**src/rtl/next_pc_pkg.sv**
```systemverilog
package next_pc_pkg;
  typedef enum logic [1:0] {
    BK_COND = 2'b00,
    BK_JUMP = 2'b01,
    BK_CALL = 2'b10,
    BK_RET  = 2'b11
  } br_kind_e;
endpackage

```
**src/rtl/npc_ras.sv**
```systemverilog
module npc_ras #(
  parameter int AW    = 32,
  parameter int DEPTH = 8
) (
  input  logic                          clk,
  input  logic                          rst_n,
  input  logic                          push_i,
  input  logic                          pop_i,
  input  logic [AW-1:0]                 push_addr_i,
  output logic [AW-1:0]                 top_o,
  output logic                          empty_o,
  output logic [$clog2(DEPTH+1)-1:0]    count_o
);
  localparam int PW = (DEPTH > 1) ? $clog2(DEPTH) : 1;
  localparam int CW = $clog2(DEPTH+1);

  logic [AW-1:0] slot_q [DEPTH];
  logic [PW-1:0] wr_ptr_q;
  logic [CW-1:0] cnt_q;
  logic [PW-1:0] ptr_inc, ptr_dec;

  // wrap helpers that work for any depth
  function automatic logic [PW-1:0] wrap_inc(input logic [PW-1:0] p);
    return (p == PW'(DEPTH-1)) ? '0 : p + 1'b1;
  endfunction

  function automatic logic [PW-1:0] wrap_dec(input logic [PW-1:0] p);
    return (p == '0) ? PW'(DEPTH-1) : p - 1'b1;
  endfunction

  assign ptr_inc = wrap_inc(wr_ptr_q);
  assign ptr_dec = wrap_dec(wr_ptr_q);
  assign top_o   = slot_q[ptr_dec];
  assign empty_o = (cnt_q == '0);
  assign count_o = cnt_q;

  always_ff @(posedge clk) begin
    if (!rst_n) begin
      wr_ptr_q <= '0;
      cnt_q    <= '0;
    end else if (push_i) begin
      slot_q[wr_ptr_q] <= push_addr_i;
      wr_ptr_q         <= ptr_inc;
      if (cnt_q != CW'(DEPTH)) cnt_q <= cnt_q + 1'b1;
    end else if (pop_i && !empty_o) begin
      wr_ptr_q <= ptr_dec;
      cnt_q    <= cnt_q - 1'b1;
    end
  end
endmodule

```
**src/rtl/npc_choose.sv**
```systemverilog
module npc_choose
  import next_pc_pkg::*;
#(
  parameter int AW = 32
) (
  input  logic          [AW-1:0] pc_i,
  input  logic                   hit_i,
  input  br_kind_e               kind_i,
  input  logic          [AW-1:0] target_i,
  input  logic                   taken_i,
  input  logic                   redirect_i,
  input  logic          [AW-1:0] redirect_pc_i,
  input  logic          [AW-1:0] ras_top_i,
  input  logic                   ras_empty_i,
  output logic          [AW-1:0] next_pc_o,
  output logic          [AW-1:0] link_addr_o,
  output logic                   push_o,
  output logic                   pop_o
);
  function automatic logic [AW-1:0] seq_pc(input logic [AW-1:0] p);
    return p + AW'(4);
  endfunction

  assign link_addr_o = seq_pc(pc_i);
  assign push_o = !redirect_i && hit_i && (kind_i == BK_CALL);
  assign pop_o  = !redirect_i && hit_i && (kind_i == BK_RET) && !ras_empty_i;

  always_comb begin
    next_pc_o = seq_pc(pc_i);
    if (redirect_i) begin
      next_pc_o = redirect_pc_i;
    end else if (hit_i) begin
      unique case (kind_i)
        BK_COND: next_pc_o = taken_i ? target_i : seq_pc(pc_i);
        BK_JUMP: next_pc_o = target_i;
        BK_CALL: next_pc_o = target_i;
        BK_RET:  next_pc_o = ras_empty_i ? target_i : ras_top_i;
        default: next_pc_o = seq_pc(pc_i);
      endcase
    end
  end
endmodule

```
**src/rtl/next_pc_sel.sv**
```systemverilog
module next_pc_sel
  import next_pc_pkg::*;
#(
  parameter int AW    = 32,
  parameter int DEPTH = 8
) (
  input  logic          clk,
  input  logic          rst_n,
  input  logic [AW-1:0] pc_i,
  input  logic          btb_hit_i,
  input  logic [1:0]    btb_kind_i,
  input  logic [AW-1:0] btb_target_i,
  input  logic          dir_taken_i,
  input  logic          redirect_i,
  input  logic [AW-1:0] redirect_pc_i,
  output logic [AW-1:0] next_pc_o
);
  localparam int CW = $clog2(DEPTH+1);

  // named events for the checker
  logic          push_ev;
  logic          pop_ev;
  logic          ras_empty;
  logic [CW-1:0] ras_count;
  logic [AW-1:0] ras_top;
  logic [AW-1:0] link_addr;
  br_kind_e      kind;

  assign kind = br_kind_e'(btb_kind_i);

  npc_choose #(.AW(AW)) u_choose (
    .pc_i          (pc_i),
    .hit_i         (btb_hit_i),
    .kind_i        (kind),
    .target_i      (btb_target_i),
    .taken_i       (dir_taken_i),
    .redirect_i    (redirect_i),
    .redirect_pc_i (redirect_pc_i),
    .ras_top_i     (ras_top),
    .ras_empty_i   (ras_empty),
    .next_pc_o     (next_pc_o),
    .link_addr_o   (link_addr),
    .push_o        (push_ev),
    .pop_o         (pop_ev)
  );

  npc_ras #(.AW(AW), .DEPTH(DEPTH)) u_ras (
    .clk         (clk),
    .rst_n       (rst_n),
    .push_i      (push_ev),
    .pop_i       (pop_ev),
    .push_addr_i (link_addr),
    .top_o       (ras_top),
    .empty_o     (ras_empty),
    .count_o     (ras_count)
  );
endmodule

```
**config.mk**
```make
export PLATFORM = sky130hd
export DESIGN_NAME = next_pc_sel
export DESIGN_NICKNAME = d
export VERILOG_FILES = /design/src/rtl/next_pc_pkg.sv /design/src/rtl/npc_ras.sv /design/src/rtl/npc_choose.sv /design/src/rtl/next_pc_sel.sv
export SDC_FILE = /design/constraint.sdc
export NUM_CORES = 1
export LEC_CHECK = 0
export ABC_AREA = 1
export BUFFER_PORTS_ARGS = -buffer_cell sky130_fd_sc_hd__buf_4
export CORE_UTILIZATION = 45
export DETAILED_ROUTE_END_ITERATION = 10
export GPL_TIMING_DRIVEN = 0
export PLACE_DENSITY = 0.72
export REMOVE_ABC_BUFFERS = 1
export SLEW_MARGIN = 20
export SYNTH_ARGS = -nofsm -noshare
export SYNTH_HDL_FRONTEND = slang
export SYNTH_HIERARCHICAL = 1
export SYNTH_SLANG_ARGS = --single-unit
```
**constraint.sdc**
```tcl
create_clock -name clk -period 3.47 [get_ports clk]
set_clock_uncertainty 0.1 [all_clocks]
set_input_delay 0.694 -clock clk [delete_from_list [all_inputs] [get_ports clk]]
set_output_delay 0.694 -clock clk [all_outputs]
set_load 0.02 [all_outputs]
```
==> Yosys cells after proc, flatten, opt, wreduce, memory -nomap -nowiden <==
Memories as Yosys holds them, arrays and structs flattened.
Index checks and enable logic that the tools add are counted.
{ "totals": {"ram_bits": 256, "in_bits": 103, "output_inout_bits": 32, "regBits": 7, "word_cells": 42, "memories": 1} }
{ "mem_list": {"columns": ["memory", "words", "word_bits", "read_ports", "rd_clocked_by_memory_dff", "write_ports", "line", "rtl"], "rows": [
  ["u_ras.slot_q", 8, 32, 1, 0, 1, "npc_ras.sv:17", "logic [AW-1:0] slot_q [DEPTH];"]
]} }
{ "classes": {"eq_ne": 6, "n_addsub": 5, "n_reduce_logical": 13, "muxes": 15} }
{ "op_table": {"columns": ["operator", "count"], "rows": [
  ["32-bit two-way mux", 4],
  ["32-bit one-hot mux with 3 select lines", 1],
  ["32-bit by 3-bit adder with 32-bit output, second input constant", 1],
  ["3-bit two-way mux", 4],
  ["4-bit two-way mux", 3],
  ["1-bit logical AND", 5],
  ["4-bit by 1-bit adder with 4-bit output, second input constant", 1],
  ["2-bit equality test, second input constant", 2],
  ["4-bit zero test", 1],
  ["4-bit inequality test, second input constant", 1],
  ["4-bit by 1-bit subtractor with 4-bit output, second input constant", 1],
  ["3-bit by 1-bit adder with 3-bit output, second input constant", 1],
  ["3-bit equality test, second input constant", 1],
  ["3-bit zero test", 1],
  ["1-bit two-way mux", 3],
  ["3-bit by 1-bit subtractor with 3-bit output, second input constant", 1],
  ["2-bit by 1-bit equality test with 1-bit output, second input constant", 1],
  ["1-bit zero test", 2],
  ["2-bit zero test", 1],
  ["2-bit by 1-bit inequality test with 1-bit output, second input constant", 1],
  ["2-bit AND reduction", 1],
  ["2-bit nonzero test", 1],
  ["2-bit OR reduction", 1]
]} }

==> Depth between registers and ports, before layout <==
{ "logic_depth": {"word_depth": 7, "depth_mapped": 20, "depth_no_buf": 16} }

==> By module <==
Netlist, hierarchy kept.
{ "by_module_without_submodules": {"columns": ["mod", "instances", "cells_per_inst", "area_each_um2", "seq_area_each_um2"], "rows": [
  ["npc_ras", 1, 883, 10636.5, 7827.5],
  ["npc_choose", 1, 661, 3065.4, 0.0]
]} }

==> Worst setup path after synthesis <==
OpenSTA, ideal clock, no wires.
{ "synth_timing": {"kind": "in2reg", "start": "input redirect_i", "end": "memory u_ras.slot_q[1][0], enable pin", "cell_stages": 9, "n_path_buf": 2, "setup_slack_ns": -0.031, "t_required_ns": 2.949, "setup_time_ns": 0.421, "arrival_time_ns": 2.980, "cell_sequence": "buf_2 nor2_1 inv_2 nor2_1 buf_2 nand2_1 inv_1 nand2_1 nor2_1"} }
{ "synth_between": {"elab_chain_cells": 6} }
{ "synth_lines": {"columns": ["element", "line", "rtl"], "rows": [
  ["start, declared", "next_pc_sel.sv:14", "input logic redirect_i,"],
  ["1-bit zero test", "npc_choose.sv:25", "assign push_o = !redirect_i && hit_i && (kind_i == BK_CALL);"],
  ["1-bit logical AND (2 in a row)", "npc_choose.sv:25", null],
  ["named net push_ev", "next_pc_sel.sv:21", "logic push_ev;"],
  ["1-bit two-way mux", "npc_ras.sv:41", "end else if (push_i) begin"],
  ["1-bit two-way mux", "npc_ras.sv:38", "if (!rst_n) begin"],
  ["1-bit two-way mux (implied by the code)", "npc_ras.sv:42", "slot_q[wr_ptr_q] <= push_addr_i;"],
  ["end, declared", "npc_ras.sv:17", null]
]} }
The timed path passes the listed nets, and every way through them passes these cells.

==> Final worst setup path <==
{ "layout_timing": {"start": "register u_ras.wr_ptr_q[0]", "end": "output next_pc_o[31]"} }
{ "layout_between": {"elab_chain_cells": 7, "elab_cells_between_ends": 8, "classes_between": "add/sub: 1; mux: 5; reduce/logical: 1; memory: 1"} }
{ "layout_lines": {"columns": ["element", "line", "rtl"], "rows": [
  ["start, declared", "npc_ras.sv:18", "logic [PW-1:0] wr_ptr_q;"],
  ["start signal, assigned", "npc_ras.sv:43", "wr_ptr_q <= ptr_inc;"],
  ["start signal, assigned", "npc_ras.sv:46", "wr_ptr_q <= ptr_dec;"],
  ["3-bit by 1-bit subtractor with 3-bit output / 3-bit zero test (equally long branches)", "npc_ras.sv:28", "return (p == '0) ? PW'(DEPTH-1) : p - 1'b1;"],
  ["3-bit two-way mux (*)", "npc_ras.sv:28", null],
  ["memory read 8 x 32 bit (*)", null, null],
  ["named net ras_top[31]", "next_pc_sel.sv:25", "logic [AW-1:0] ras_top;"],
  ["32-bit two-way mux (*)", "npc_choose.sv:37", "BK_RET: next_pc_o = ras_empty_i ? target_i : ras_top_i;"],
  ["32-bit one-hot mux with 3 select lines (*)", "npc_choose.sv:33", "unique case (kind_i)"],
  ["32-bit two-way mux (*)", "npc_choose.sv:32", "end else if (hit_i) begin"],
  ["32-bit two-way mux (*)", "npc_choose.sv:30", "if (redirect_i) begin"],
  ["end, declared", "next_pc_sel.sv:16", "output logic [AW-1:0] next_pc_o"]
]} }
Mark *: on every way through the listed nets, which the timed path passes. The rest lies on a longest branch.

==> impl_metrics.json <==
{
  "status": "finished, violations left",
  "violations": "setup timing",
  "fp.dieArea_um2": 31200,
  "num_io_pins": 135,
  "start_util_pct": 46.0,
  "ys_async_sr_fraction_pct": 0,
  "rsz0062_at_grt": "true",
  "dp_hpwl_um": 24700,
  "io_buffers": 134,
  "placed_area_um2": 15200,
  "worstPathRequired_ns": 2.68,
  "postLayoutCellArea_um2": 17600,
  "synth_edf_count": 256,
  "cpPeakStageDelay_ns": 0.41,
  "syn_area_um2": 13700,
  "drt_iter0_markers": 2124,
  "p_leak_uw": 0.00689,
  "root_buffer": "clkbuf_16",
  "vias": 12900,
  "synth-seq-area-share_pct": 57.1,
  "antenna_cells": 0,
  "wirelength_um": 50700,
  "period_needed_ns": 3.89,
  "setup_slack_ns": -0.425,
  "die_x_um": 176,
  "fmax_mhz": 257,
  "syn_area_per_cell_um2": 8.87,
  "arrival_ns": 3.10,
  "grtUsageTotal_pct": 31.2,
  "drive_above_1_share_pct": 21.5,
  "grt_max_degree": 49,
  "cts_hold_buf": 0,
  "grt_pass1_wl_um": 71100,
  "cts_tree": "yes",
  "hp-class": "in2reg",
  "synth_flop_cell": "edfxtp_1",
  "cp_slowest_cell": "ha_4",
  "antenna_found_initial": 1,
  "rrSetupSlack_ns": 0.62,
  "cts_max_path_buffers": 3,
  "grt-ovfl-total": 0,
  "crit_chain": "buf_16, inv_16, ha_4, ha_4, clkinv_8, nor2_2, o21ai_2, o21ai_1, nand2_1, nand2_1, o211ai_1, nand3_1, nand2_1, a21oi_1, nand2_1, nand2_1, buf_6",
  "netlist_instances": 1544,
  "period_share_pct": 112,
  "relSlewSlack_pct": 38.2,
  "drc": 0,
  "yosys-top-cells-area": "edfxtp_1, nand2_1, nor2_1",
  "yosys_warnings": 6,
  "crit_buf_inv": 4,
  "seq_area_um2": 7840,
  "cp-end-kind": "output pin",
  "fin_cells": 2122,
  "peakVddDrop_v": 0.000299,
  "grt_pass1_vias": 11800,
  "design.core.area_um2": 29800,
  "cts_buffers": 27,
  "synth_top_area_share_pct": 56.1,
  "clk_latency_ns": 0.54,
  "vias_per_cell": 6.09,
  "finalHoldViolCount": 0,
  "path_max_fanout": 17,
  "synth_top_area_cell": "edfxtp_1",
  "hold_slack_ns": 0.305,
  "area_growth_pct": 28.2,
  "critical_path.top_delay_family": "simple AND/OR/NAND/NOR gates",
  "num_rows": 63,
  "p_per_area_nw_per_um2": 443,
  "dr.pass1.iters": 7,
  "htree_levels": 1,
  "max_cap_violations": 0,
  "clock-sinks": 263,
  "nNetsFinal": 1826,
  "synth-seq-cells": 263,
  "final_antenna_net_count": 0,
  "yosysUniqueCellTypes": 40,
  "path_class": "reg2out",
  "yosysMostFrequentCell": "nand2_1",
  "crit_top_cell": "nand2_1",
  "die_y_um": 176,
  "multiInputGateArea_um2": 5730,
  "synthTopCellsByCount": "nand2_1, nor2_1, edfxtp_1",
  "finalSetupViolations": 32,
  "clk_pin_slew_worst_paths_ns": 0.06,
  "gp_routability_congestion": 0.909,
  "post-place-ws_ns": -1.76,
  "slew_viol_final": 0,
  "wl_per_cell_um": 23.9,
  "cp-start-kind": "flip-flop",
  "setup_tns_ns": -9.19,
  "tightest_slew_ns": 0.927,
  "fillers": 2359,
  "dpl.cell_count": 2000
}
-- cells in the final DEF (no fill, tap or decap), types with 3 or more instances in the layout --
cell type   netlist  routed
nand2_1         402     383
edfxtp_1        256     256
nor2_1          266     241
o21ai_1          87     149
buf_4            10     131
o21ai_0         153      83
inv_1            78      74
nand3_1          59      56
a21oi_1          40      39
nand2_2          11      30
clkbuf_16         0      27
buf_6             9      25
nor2_2            6      21
nand2_8           0      20
buf_12            0      17
nor2_4            6      16
o211ai_1         16      16
o21ai_2           5      12
buf_16            0      12
clkinv_1          4      10
o22ai_1          10      10
bufinv_16         0       6
inv_2             6       6
ha_1             10       6
inv_6             0       5
nand2_4           5       5
nor3_1            5       5
nand4_1           5       5
xor2_1            5       5
dfxtp_1           7       5
clkbuf_1         35       4
inv_16            0       4
inv_8             0       4
nand3b_1          4       4
clkinvlp_4        0       3
clkinv_2          0       3
nand3_2           0       3
a2bb2oi_1         4       3
-- registers in the layout, indices dropped and copies added, names as in the netlist --
register        cells
u_ras/count_o       4
u_ras/wr_ptr_q      3
u_ras/slot_q      256
-- cell type report --
| type | count | share of cell area, % |
|---|---|---|
| repair buffers | 187 | 11.4 |
| well taps | 390 | 2.78 |
| repair inverters | 14 | 0.976 |
| flip-flops and latches | 263 | 44.6 |
| inverters | 89 | 2.29 |
| multi-input cells | 1130 | 32.7 |
| clock buffers | 31 | 3.93 |
| clock inverters | 18 | 1.35 |
-- timing repair --
action / in CTS / in global routing
pin swaps: 42 / 49
gates cloned: 32 / 4
setup endpoints to repair: 49 / 155
buffers inserted: 20 / 17
gates resized for setup: 142 / 64
-- worst paths after layout --
kind,startpoint,to,depth (start not counted)
setup / recovery,u_ras/wr_ptr_q[0],next_pc_o[31],17
hold reg to reg,u_ras/count_o[2],u_ras/count_o[2],2
hold / removal,pc_i[0],u_ras/slot_q[5][0],1
setup reg to reg,u_ras/wr_ptr_q[0],u_ras/slot_q[0][16],8
-- cells by family (layout without fill, tap and decap cells) --
family / Yosys count / in the layout / synth area share (%)
AOI/OAI and AO/OA: 317 / 317 / 12.2
and+or+nand+nor: 774 / 794 / 23.2
adders and majority gates: 11 / 11 / 1.06
buffers and inverters: 171 / 339 / 5.79
xor gates and xnor gates: 8 / 8 / 0.566
DFF: 263 / 263 / 57.1
-- metrics by stage --
stage               util (%)  total power (uW)
detailed placement      51.0              4470
CTS                     57.5              7650
global placement        49.5              4430
global route            58.9              7960
floorplan                  -              4050
finish                  58.9              7770
-- per-layer routing --
layer	up-vias	wire length [um]	global-route usage (%)
met1	5976	16900	38.5
met5	-	14	0
met2	1079	22700	49.2
met4	2	3490	19.5
met3	279	7670	7.58
li1	5578	-	-
-- power by group --
part           total (uW)  internal (uW)  switching, uW
sequential           3500           3500           5.99
combinational        1210            416            793
clock                3060           1860           1200
total                7770           5780           2000
(Power assumes the default switching activity.)
